**config.mk**
```make
export PLATFORM = sky130hd
export DESIGN_NAME = sse_status_engine
export DESIGN_NICKNAME = d
export VERILOG_FILES = /design/src/rtl/sse_pkg.sv /design/src/rtl/sse_wc_timer.sv /design/src/rtl/sse_status_regs.sv /design/src/rtl/sse_seq_fsm.sv /design/src/rtl/sse_status_engine.sv
export SDC_FILE = /design/constraint.sdc
export NUM_CORES = 1
export LEC_CHECK = 0
export BUFFER_PORTS_ARGS = -buffer_cell sky130_fd_sc_hd__buf_2
export CAP_MARGIN = 20
export CORE_AREA = 2 2 66 55
export DETAILED_ROUTE_END_ITERATION = 16
export DIE_AREA = 0 0 68 57
export GPL_TIMING_DRIVEN = 0
export PLACE_DENSITY = 0.76
export SLEW_MARGIN = 20
export SYNTH_ARGS = -nofsm -noshare
export SYNTH_HDL_FRONTEND = slang
export SYNTH_HIERARCHICAL = 1
export SYNTH_SLANG_ARGS = --single-unit
```
**constraint.sdc**
```tcl
create_clock -name clk -period 3.45 [get_ports clk]
set_input_delay 0.1725 -clock clk [delete_from_list [all_inputs] [get_ports clk]]
set_output_delay 0.1725 -clock clk [all_outputs]
set_load 0.02 [all_outputs]
```
**src/rtl/sse_pkg.sv**
```systemverilog
// Shared types for the status command engine.
// Assumes: status byte layout {4'b0, protect[1:0], latch, busy}.
package sse_pkg;

    typedef enum logic [2:0] {
        ST_IDLE,
        ST_ADDR,
        ST_CMD,
        ST_WDATA,
        ST_READ
    } sse_state_e;

    // Assemble the status byte from live flags.
    function automatic logic [7:0] pack_status(input logic busy,
                                               input logic latch,
                                               input logic [1:0] prot);
        return {4'b0000, prot, latch, busy};
    endfunction

endpackage

```
**src/rtl/sse_wc_timer.sv**
```systemverilog
// Internal write-cycle timer: holds busy for TWC_CYCLES cycles after start.
// Assumes TWC_CYCLES >= 2 and that start_i never arrives while busy.
module sse_wc_timer #(
    parameter int TWC_CYCLES = 5000
) (
    input  logic clk,
    input  logic rst_n,
    input  logic start_i,
    output logic busy_o,
    output logic done_o
);
    localparam int CW = $clog2(TWC_CYCLES + 1);

    logic [CW-1:0] cnt_q;
    logic          busy_q;

    // Load the down-counter on start, clear busy when it reaches zero.
    always_ff @(posedge clk) begin
        if (!rst_n) begin
            busy_q <= 1'b0;
            cnt_q  <= '0;
        end else if (start_i) begin
            busy_q <= 1'b1;
            cnt_q  <= CW'(TWC_CYCLES - 1);
        end else if (busy_q) begin
            if (cnt_q == '0) busy_q <= 1'b0;
            else             cnt_q  <= cnt_q - 1'b1;
        end
    end

    // Last busy cycle marker.
    always_comb done_o = busy_q && (cnt_q == '0);

    assign busy_o = busy_q;
endmodule

```
**src/rtl/sse_status_regs.sv**
```systemverilog
// Write-enable latch and protect bits.
// Assumes set and clear strobes are mutually exclusive with cycle completion.
module sse_status_regs (
    input  logic       clk,
    input  logic       rst_n,
    input  logic       wel_set_i,
    input  logic       wel_clr_i,
    input  logic       cyc_done_i,
    input  logic       bp_wr_i,
    input  logic [1:0] bp_d_i,
    output logic       wel_o,
    output logic [1:0] bp_o
);
    logic       wel_q;
    logic [1:0] bp_q;

    // Latch: set by enable command, cleared by disable command or cycle end.
    always_ff @(posedge clk) begin
        if (!rst_n)                      wel_q <= 1'b0;
        else if (wel_clr_i || cyc_done_i) wel_q <= 1'b0;
        else if (wel_set_i)              wel_q <= 1'b1;
    end

    // Protect bits: written only by an accepted status write.
    always_ff @(posedge clk) begin
        if (!rst_n)       bp_q <= 2'b00;
        else if (bp_wr_i) bp_q <= bp_d_i;
    end

    assign wel_o = wel_q;
    assign bp_o  = bp_q;
endmodule

```
**src/rtl/sse_seq_fsm.sv**
```systemverilog
// Transaction sequencer: matches the address, decodes the opcode, applies
// the acknowledge and permission rules, and emits registered SAK, status
// loads and fill requests. State side effects are combinational strobes
// that take effect on the edge that consumes the byte.
// Assumes start_i takes priority over a coincident byte_valid_i.
module sse_seq_fsm
    import sse_pkg::*;
#(
    parameter logic [7:0] DEV_ADDR = 8'hA0,
    parameter logic [7:0] OP_WREN  = 8'h96,
    parameter logic [7:0] OP_WRDI  = 8'h91,
    parameter logic [7:0] OP_RDSR  = 8'h05,
    parameter logic [7:0] OP_WRSR  = 8'h6E,
    parameter logic [7:0] OP_ERAL  = 8'h6D,
    parameter logic [7:0] OP_SETAL = 8'h67
) (
    input  logic       clk,
    input  logic       rst_n,
    input  logic       start_i,
    input  logic       byte_valid_i,
    input  logic [7:0] rx_byte_i,
    input  logic       mak_i,
    input  logic       wip_i,
    input  logic       wel_i,
    input  logic [1:0] bp_i,
    output logic       wel_set_o,
    output logic       wel_clr_o,
    output logic       bp_wr_o,
    output logic [1:0] bp_d_o,
    output logic       cyc_start_o,
    output logic       sak_o,
    output logic       tx_load_o,
    output logic [7:0] tx_byte_o,
    output logic       fill_req_o,
    output logic       fill_ones_o
);
    sse_state_e state_q, state_n;
    logic       sak_n, load_n, fill_n, ones_n;
    logic [7:0] tx_q;
    logic       sak_q, load_q, fill_q, ones_q;
    logic       fill_cmd;

    // Erase or fill opcode present.
    always_comb fill_cmd = (rx_byte_i == OP_ERAL) || (rx_byte_i == OP_SETAL);

    // Next state and per-byte decisions.
    always_comb begin
        state_n     = state_q;
        sak_n       = 1'b0;
        load_n      = 1'b0;
        fill_n      = 1'b0;
        ones_n      = ones_q;
        wel_set_o   = 1'b0;
        wel_clr_o   = 1'b0;
        bp_wr_o     = 1'b0;
        bp_d_o      = rx_byte_i[3:2];
        cyc_start_o = 1'b0;
        if (start_i) begin
            state_n = ST_ADDR;
        end else if (byte_valid_i) begin
            case (state_q)
                ST_ADDR: begin
                    state_n = ST_IDLE;
                    if (rx_byte_i == DEV_ADDR) begin
                        sak_n = 1'b1;
                        if (mak_i) state_n = ST_CMD;
                    end
                end
                ST_CMD: begin
                    state_n = ST_IDLE;
                    if (rx_byte_i == OP_RDSR) begin
                        sak_n = 1'b1;
                        if (mak_i) begin
                            load_n  = 1'b1;
                            state_n = ST_READ;
                        end
                    end else if (!wip_i) begin
                        if (rx_byte_i == OP_WREN && !mak_i) begin
                            sak_n     = 1'b1;
                            wel_set_o = 1'b1;
                        end else if (rx_byte_i == OP_WRDI && !mak_i) begin
                            sak_n     = 1'b1;
                            wel_clr_o = 1'b1;
                        end else if (rx_byte_i == OP_WRSR && mak_i && wel_i) begin
                            sak_n   = 1'b1;
                            state_n = ST_WDATA;
                        end else if (fill_cmd && !mak_i && wel_i && bp_i == 2'b00) begin
                            sak_n       = 1'b1;
                            cyc_start_o = 1'b1;
                            fill_n      = 1'b1;
                            ones_n      = (rx_byte_i == OP_SETAL);
                        end
                    end
                end
                ST_WDATA: begin
                    state_n = ST_IDLE;
                    if (!mak_i && wel_i && !wip_i) begin
                        sak_n       = 1'b1;
                        bp_wr_o     = 1'b1;
                        cyc_start_o = 1'b1;
                    end
                end
                ST_READ: begin
                    sak_n = 1'b1;
                    if (mak_i) load_n  = 1'b1;
                    else       state_n = ST_IDLE;
                end
                default: state_n = ST_IDLE;
            endcase
        end
    end

    // State and registered outputs.
    always_ff @(posedge clk) begin
        if (!rst_n) begin
            state_q <= ST_IDLE;
            sak_q   <= 1'b0;
            load_q  <= 1'b0;
            fill_q  <= 1'b0;
            ones_q  <= 1'b0;
            tx_q    <= 8'h00;
        end else begin
            state_q <= state_n;
            sak_q   <= sak_n;
            load_q  <= load_n;
            fill_q  <= fill_n;
            ones_q  <= ones_n;
            if (load_n) tx_q <= pack_status(wip_i, wel_i, bp_i);
        end
    end

    assign sak_o       = sak_q;
    assign tx_load_o   = load_q;
    assign tx_byte_o   = tx_q;
    assign fill_req_o  = fill_q;
    assign fill_ones_o = ones_q;
endmodule

```
**src/rtl/sse_status_engine.sv**
```systemverilog
// Top of the status command engine: sequencer, status bits and
// write-cycle timer.
// Assumes the physical layer supplies one-cycle byte and start pulses.
module sse_status_engine #(
    parameter logic [7:0] DEV_ADDR   = 8'hA0,
    parameter logic [7:0] OP_WREN    = 8'h96,
    parameter logic [7:0] OP_WRDI    = 8'h91,
    parameter logic [7:0] OP_RDSR    = 8'h05,
    parameter logic [7:0] OP_WRSR    = 8'h6E,
    parameter logic [7:0] OP_ERAL    = 8'h6D,
    parameter logic [7:0] OP_SETAL   = 8'h67,
    parameter int         TWC_CYCLES = 5000
) (
    input  logic       clk,
    input  logic       rst_n,
    input  logic       start_i,
    input  logic       byte_valid_i,
    input  logic [7:0] rx_byte_i,
    input  logic       mak_i,
    output logic       sak_o,
    output logic       tx_load_o,
    output logic [7:0] tx_byte_o,
    output logic       fill_req_o,
    output logic       fill_ones_o,
    output logic       wip_o
);
    logic       wel;
    logic [1:0] bp;
    logic       wip;
    logic       cyc_done;
    logic       wel_set, wel_clr, bp_wr, cyc_start;
    logic [1:0] bp_d;

    sse_seq_fsm #(
        .DEV_ADDR (DEV_ADDR),
        .OP_WREN  (OP_WREN),
        .OP_WRDI  (OP_WRDI),
        .OP_RDSR  (OP_RDSR),
        .OP_WRSR  (OP_WRSR),
        .OP_ERAL  (OP_ERAL),
        .OP_SETAL (OP_SETAL)
    ) u_fsm (
        .clk          (clk),
        .rst_n        (rst_n),
        .start_i      (start_i),
        .byte_valid_i (byte_valid_i),
        .rx_byte_i    (rx_byte_i),
        .mak_i        (mak_i),
        .wip_i        (wip),
        .wel_i        (wel),
        .bp_i         (bp),
        .wel_set_o    (wel_set),
        .wel_clr_o    (wel_clr),
        .bp_wr_o      (bp_wr),
        .bp_d_o       (bp_d),
        .cyc_start_o  (cyc_start),
        .sak_o        (sak_o),
        .tx_load_o    (tx_load_o),
        .tx_byte_o    (tx_byte_o),
        .fill_req_o   (fill_req_o),
        .fill_ones_o  (fill_ones_o)
    );

    sse_status_regs u_regs (
        .clk        (clk),
        .rst_n      (rst_n),
        .wel_set_i  (wel_set),
        .wel_clr_i  (wel_clr),
        .cyc_done_i (cyc_done),
        .bp_wr_i    (bp_wr),
        .bp_d_i     (bp_d),
        .wel_o      (wel),
        .bp_o       (bp)
    );

    sse_wc_timer #(
        .TWC_CYCLES (TWC_CYCLES)
    ) u_timer (
        .clk     (clk),
        .rst_n   (rst_n),
        .start_i (cyc_start),
        .busy_o  (wip),
        .done_o  (cyc_done)
    );

    assign wip_o = wip;
endmodule

```
==> Word level (Yosys, flattened, before mapping) <==
Index checks and enable logic that the tools add are counted.
Widths: inputs -> output; s select.
{ "word_totals": {"output_inout_bits": 13, "wordCells": 121, "in_bits": 13, "register_bits": 28} }
{ "op_classes": {"mux": 56, "eq_ne": 14, "addsub": 1, "bitwise_logic": 10, "n_reduce_logical": 28} }
{ "ops": {"columns": ["operator", "count"], "rows": [
  ["$mux 1", 40],
  ["$mux 13", 3],
  ["$eq 8x7->1 const B", 3],
  ["$eq 8x8->1 const B", 3],
  ["$mux 3", 7],
  ["$logic_not 13->1", 1],
  ["$sub 13x1->13 const B", 1],
  ["$logic_and 1x1->1", 10],
  ["$not 1->1", 10],
  ["$pmux 3 s3", 1],
  ["$reduce_and 9->1", 1],
  ["$eq 8x3->1 const B", 1],
  ["$reduce_and 2->1", 4],
  ["$eq 3x2->1 const B", 2],
  ["$reduce_or 2->1", 3],
  ["$mux 2", 2],
  ["$ne 2x2->1 const B", 2],
  ["$pmux 1 s2", 2],
  ["$pmux 1 s4", 1],
  ["$reduce_bool 2->1", 2],
  ["$reduce_or 4->1", 1],
  ["$eq 3x1->1 const B", 1],
  ["$eq 3x3->1 const B", 1],
  ["$ne 3x3->1 const B", 1],
  ["other kinds (4)", 6]
]} }

==> Longest topological paths before layout <==
{ "logic_depth": {"word_depth": 16, "depth_mapped": 8, "ltp_nobuf": 7} }

==> Modules after synthesis <==
The synthesis kept the hierarchy.
{ "by_module_without_submodules": {"columns": ["mod", "seq_area_each_um2", "cells_each", "area_per_inst_um2", "n_inst"], "rows": [
  ["sse_seq_fsm", 220.2, 109, 872.1, 1],
  ["sse_wc_timer", 280.3, 88, 765.7, 1],
  ["sse_status_regs", 60.1, 9, 111.4, 1]
]} }

==> Worst setup path before layout <==
OpenSTA, ideal clock, no wires.
{ "synth_timing": {"kind": "register -> register", "start": "register u_timer.busy_q, in the netlist u_timer/busy_o", "end": "register u_timer.cnt_q[9]", "n_path_buf": 1, "setup_slack_ns": 1.430, "arrival_ns": 1.946, "setup_ns": 0.074, "synth_period_minus_slack_ns": 2.020, "path_stages_with_launch": 6, "t_required_ns": 3.376, "path_cell_list": "dfxtp_1 > or3b_1 > or2_0 > clkbuf_2 > or4_1 > a31oi_1"} }
{ "synth_between": {"elab_chain_len": 8, "word_cells_on_any_way": 12, "classes_between": "eq/ne (1); mux (7); reduce/logical (4)"} }
{ "synth_rtl": {"columns": ["item", "line_no", "source"], "rows": [
  ["start, declared", "sse_wc_timer.sv:15", "logic busy_q;"],
  ["start signal, assigned", "sse_wc_timer.sv:20", "busy_q <= 1'b0;"],
  ["start signal, assigned", "sse_wc_timer.sv:23", "busy_q <= 1'b1;"],
  ["start signal, assigned", "sse_wc_timer.sv:26", "if (cnt_q == '0) busy_q <= 1'b0;"],
  ["$logic_not 1->1", null, null],
  ["$logic_and 1x1->1", "sse_seq_fsm.sv:97", "if (!mak_i && wel_i && !wip_i) begin"],
  ["$mux 1", "sse_seq_fsm.sv:97", null],
  ["$pmux 1 s2", "sse_seq_fsm.sv:61", "case (state_q)"],
  ["$mux 1", "sse_seq_fsm.sv:60", "end else if (byte_valid_i) begin"],
  ["$mux 1", "sse_seq_fsm.sv:58", "if (start_i) begin"],
  ["$ne 2x2->1 (no source line) or $reduce_bool 2->1 (tied branches)", null, null],
  ["$reduce_and 2->1 (no source line)", null, null],
  ["end signal, assigned", "sse_wc_timer.sv:24", "cnt_q <= CW'(TWC_CYCLES - 1);"],
  ["end signal, assigned", "sse_wc_timer.sv:27", "else cnt_q <= cnt_q - 1'b1;"],
  ["end, declared", "sse_wc_timer.sv:14", "logic [CW-1:0] cnt_q;"]
]} }
Parallel ways exist; a longest one is shown, timed or not.
A chain may end at the register's enable or synchronous reset.

==> Worst setup path after layout <==
{ "layout_timing": {"start": "register u_fsm.state_q[1]", "end": "register u_timer.cnt_q[10]"} }
{ "layout_between": {"elab_chain_len": 5, "word_cells_on_any_way": 6, "classes_between": "eq/ne (2); mux (3); reduce/logical (1)"} }
{ "layout_rtl": {"columns": ["item", "line_no", "source"], "rows": [
  ["start, declared", "sse_seq_fsm.sv:37", "sse_state_e state_q, state_n;"],
  ["start signal, assigned", "sse_seq_fsm.sv:123", "state_q <= state_n;"],
  ["$eq 3x2->1", "sse_seq_fsm.sv:61", null],
  ["$pmux 1 s2 *", "sse_seq_fsm.sv:61", null],
  ["$mux 1 *", "sse_seq_fsm.sv:60", null],
  ["$mux 1 *", "sse_seq_fsm.sv:58", null],
  ["via cyc_start", "sse_status_engine.sv:31", "logic wel_set, wel_clr, bp_wr, cyc_start;"],
  ["$reduce_or 2->1 (no source line) *", null, null]
]} }
The timed path passes the listed nets; every way through them passes the cells marked *.

==> flow_metrics.env <==
export IMPL_yosysSeqAreaShare_pct=32.0
export IMPL_final_layout_size_suffix_gt1_share_pct=18.9
export IMPL_slowest_delay_ns=0.49
export IMPL_cts_hold_buf=0
export IMPL_post_cts_resized=0
export IMPL_cts_sink_count=28
export IMPL_numCtsBuffers=3
export IMPL_slew_limit_headroom_pct=51.7
export IMPL_ios=26
export IMPL_tightestPinTransition_ns=0.717
export IMPL_area_growth_pct=12.5
export IMPL_arrival_ns=2.35
export IMPL_num_antenna_cells=0
export IMPL_grt_pass1_vias=1383
export IMPL_start_util_pct=53.3
export IMPL_syn_inst=206
export IMPL_fmax_mhz=458
export IMPL_fin_worst_skew_ns=0.00330
export IMPL_hold_viol_final=0
export IMPL_fin_nets=249
export IMPL_whs_endpoint="u_timer/cnt_q[1]$_SDFFE_PN0P_"
export IMPL_clk_latency_ns=0.27
export IMPL_post_cts_buffers=0
export IMPL_gp_congestion=0.906
export IMPL_grt_setup_unrepaired="false"
export IMPL_grt_pass1_wl_um=6310
export IMPL_rr_worst_depth=7
export IMPL_worstPathMaxFanout=8
export IMPL_fin_setup_tns_ns=0
export IMPL_gr_total_overflow=0
export IMPL_routed_via_density=5.66
export IMPL_portBuffers=20
export IMPL_cp_start_kind="flop"
export IMPL_fill_cells=324
export IMPL_synth_edf_count=0
export IMPL_rrSetupSlack_ns=1.27
export IMPL_period_minus_slack_ns=2.18
export IMPL_clockRootBuffer="clkbuf_8"
export IMPL_setup_viol=0
export IMPL_cap_violations=0
export IMPL_finalWirelength_um=3700
export IMPL_vias=1557
export IMPL_yosysMostFrequentCell="dfxtp_1"
export IMPL_fin_crit_sh_pct=63.3
export IMPL_r2r_end="u_timer/cnt_q[10]$_SDFFE_PP0P_"
export IMPL_drv_slew=0
export IMPL_post_dp_hpwl_um=2870
export IMPL_min_path_type="input pin to flop"
export IMPL_cp_end_kind="flop"
export IMPL_post_route_drc_count=0
export IMPL_synth_distinct_cells=58
export IMPL_antenna_left=0
export IMPL_dr_pass1_iters=4
export IMPL_crit_slowest_cell="dfxtp_1"
export IMPL_core_area_um2=3280
export IMPL_cp_data_required_time_ns=3.62
export IMPL_total_leakage_power_nw=0.760
export IMPL_syn_avg_cell_area_um2=8.49
export IMPL_antenna_found_initial=0
export IMPL_cts_tree="done"
export IMPL_chipWidth_um=68
export IMPL_status="completed"
export IMPL_synth_area_um2=1750
export IMPL_synthArstFlopShare_pct=0
export IMPL_yosysTopAreaCell="dfxtp_1"
export IMPL_synth_warnings=6
export IMPL_worst_hold_slack_ns=0.195
export IMPL_ys_flop_type="dfxtp_1"
export IMPL_ir_drop_mv=0.274
export IMPL_wl_per_cell_um=13.5
export IMPL_hold_start="rst_n"
export IMPL_htreeDepth=1
export IMPL_grt_start_max_net_pins=16
export IMPL_synth_top_area_share_pct=32.0
export IMPL_path_cells="nor3b_4, nand2_2, or3_1, o21ai_1, inv_1, nand2_1, nor2_1"
export IMPL_ys_top_cells_by_count="dfxtp_1, a21oi_1, nand2_1, nor2_1, nand2b_1"
export IMPL_ys_ff_latch=28
export IMPL_synthTopCellsByArea="dfxtp_1, mux2i_1, a21oi_1"
export IMPL_critPathKind="flop to flop"
export IMPL_num_rows=19
export IMPL_grt_total_usage_pct=21.1
export IMPL_die_area_um2=3880
export IMPL_powerDensity_nw_per_um2=295
export IMPL_die_h_um=57
export IMPL_whs_path_depth=2
export IMPL_timing_rr_start="u_fsm/state_q[1]$_SDFFE_PP0P_"
export IMPL_clkTransAtPathRegs_ns=0.09
export IMPL_drt_iter0_markers=127
export IMPL_cts_max_path_buffers=2
worst max-delay path, delay by kind of cell (launching register included):
family	cells	cell delay (ns)
DFF	1	0.49
buffers and inverters	1	0.21
AOI/OAI and AO/OA	1	0.22
and+or+nand+nor	5	1.17
layer usage:
metal,vias to the layer above,wire [um],GRT usage [%],part of all wire (%)
li1,808,-,-,-
met3,4,240,5.33,6.5
met5,-,0,0,0
met1,699,1880,32.2,51
met2,46,1550,29.5,42
met4,0,29,5.43,0.78
flip-flops by register name (all words and copies together) (netlist names):
name               cells
u_fsm/fill_ones_o      1
u_fsm/fill_req_o       1
u_fsm/sak_o            1
u_fsm/state_q          3
u_fsm/tx_byte_o        4
u_fsm/tx_load_o        1
u_regs/bp_o            2
u_regs/wel_o           1
u_timer/busy_o         1
u_timer/cnt_q         13
logic make-up (layout without fill, tap and decap cells):
family | after synthesis | count (layout) | synth area share, %
other | 1 | 4 | 0.214
XOR/XNOR | 5 | 5 | 2.50
AND/OR/NAND/NOR | 101 | 101 | 37.3
flip-flops | 28 | 28 | 32.0
multiplexers | 8 | 8 | 4.58
adder cells (fa/ha/maj) | 2 | 2 | 1.43
AO/OA/AOI/OAI | 40 | 40 | 15.7
buffers and inverters | 21 | 45 | 6.29
layout by cell type, fill, tap and decap left out, types with 4 or more instances in the layout:
master and instances:
dfxtp_1 28, buf_2 20, nand2_1 14, nor2_1 14
a21oi_1 14, nand2b_1 11, inv_1 10, mux2i_1 8
nand3_1 6, or4_1 6, buf_4 6, o21ai_0 5
clkbuf_8 4, nor3b_1 4, nor3_1 4, nor4_1 4
a31oi_1 4, conb_1 4
through the flow:
| stage | util, % | total power, mW | setup WS [ns] | cell area (um2) | cells |
|---|---|---|---|---|---|
| 2_1_floorplan | - | 0.366 | 1.43 | 1760 | 209 |
| 3_3_place_gp | 58.3 | 0.385 | 1.30 | 1910 | 271 |
| 3_5_place_dp | 58.3 | 0.385 | 1.33 | 1910 | 271 |
| 4_1_cts | 60.0 | 0.587 | 1.32 | 1970 | 275 |
| 5_1_grt | 60.0 | 0.603 | 1.11 | 1970 | 275 |
| 6_report | 60.0 | 0.580 | 1.27 | 1970 | 275 |
final cells by class:
| type | instances | area (um2) | area share (%) |
|---|---|---|---|
| multi-input combinational | 160 | 1090 | 55.4 |
| sequential | 28 | 561 | 28.5 |
| timing repair buffer | 20 | 100 | 5.09 |
| buffer | 11 | 72.6 | 3.69 |
| clock buffer | 4 | 55.1 | 2.80 |
| tap | 42 | 52.6 | 2.67 |
| inverter | 10 | 37.5 | 1.91 |
worst max-delay path by stage:
stage | startpoint | cells after the start | slack [ns] | endpoint
4_1_cts | u_fsm/state_q[0]$_SDFFE_PN0P_ | 8 | 1.32 | u_timer/cnt_q[10]$_SDFFE_PP0P_
3_3_place_gp | u_fsm/state_q[1]$_SDFFE_PP0P_ | 7 | 1.30 | u_timer/cnt_q[3]$_SDFFE_PP0P_
3_5_place_dp | u_fsm/state_q[0]$_SDFFE_PN0P_ | 8 | 1.33 | u_timer/cnt_q[10]$_SDFFE_PP0P_
6_report | u_fsm/state_q[1]$_SDFFE_PP0P_ | 7 | 1.27 | u_timer/cnt_q[10]$_SDFFE_PP0P_
5_1_grt | u_fsm/state_q[1]$_SDFFE_PP0P_ | 7 | 1.11 | u_timer/cnt_q[10]$_SDFFE_PP0P_
2_1_floorplan | u_timer/busy_o$_SDFF_PN0_ | 5 | 1.43 | u_timer/cnt_q[9]$_SDFFE_PN0P_
power by group:
group | total, mW | internal (mW) | switching (mW)
logic | 0.0537 | 0.0210 | 0.0327
clock network | 0.201 | 0.102 | 0.0991
registers | 0.325 | 0.324 | 0.000936
total | 0.580 | 0.447 | 0.133
(Power assumes the default switching activity.)
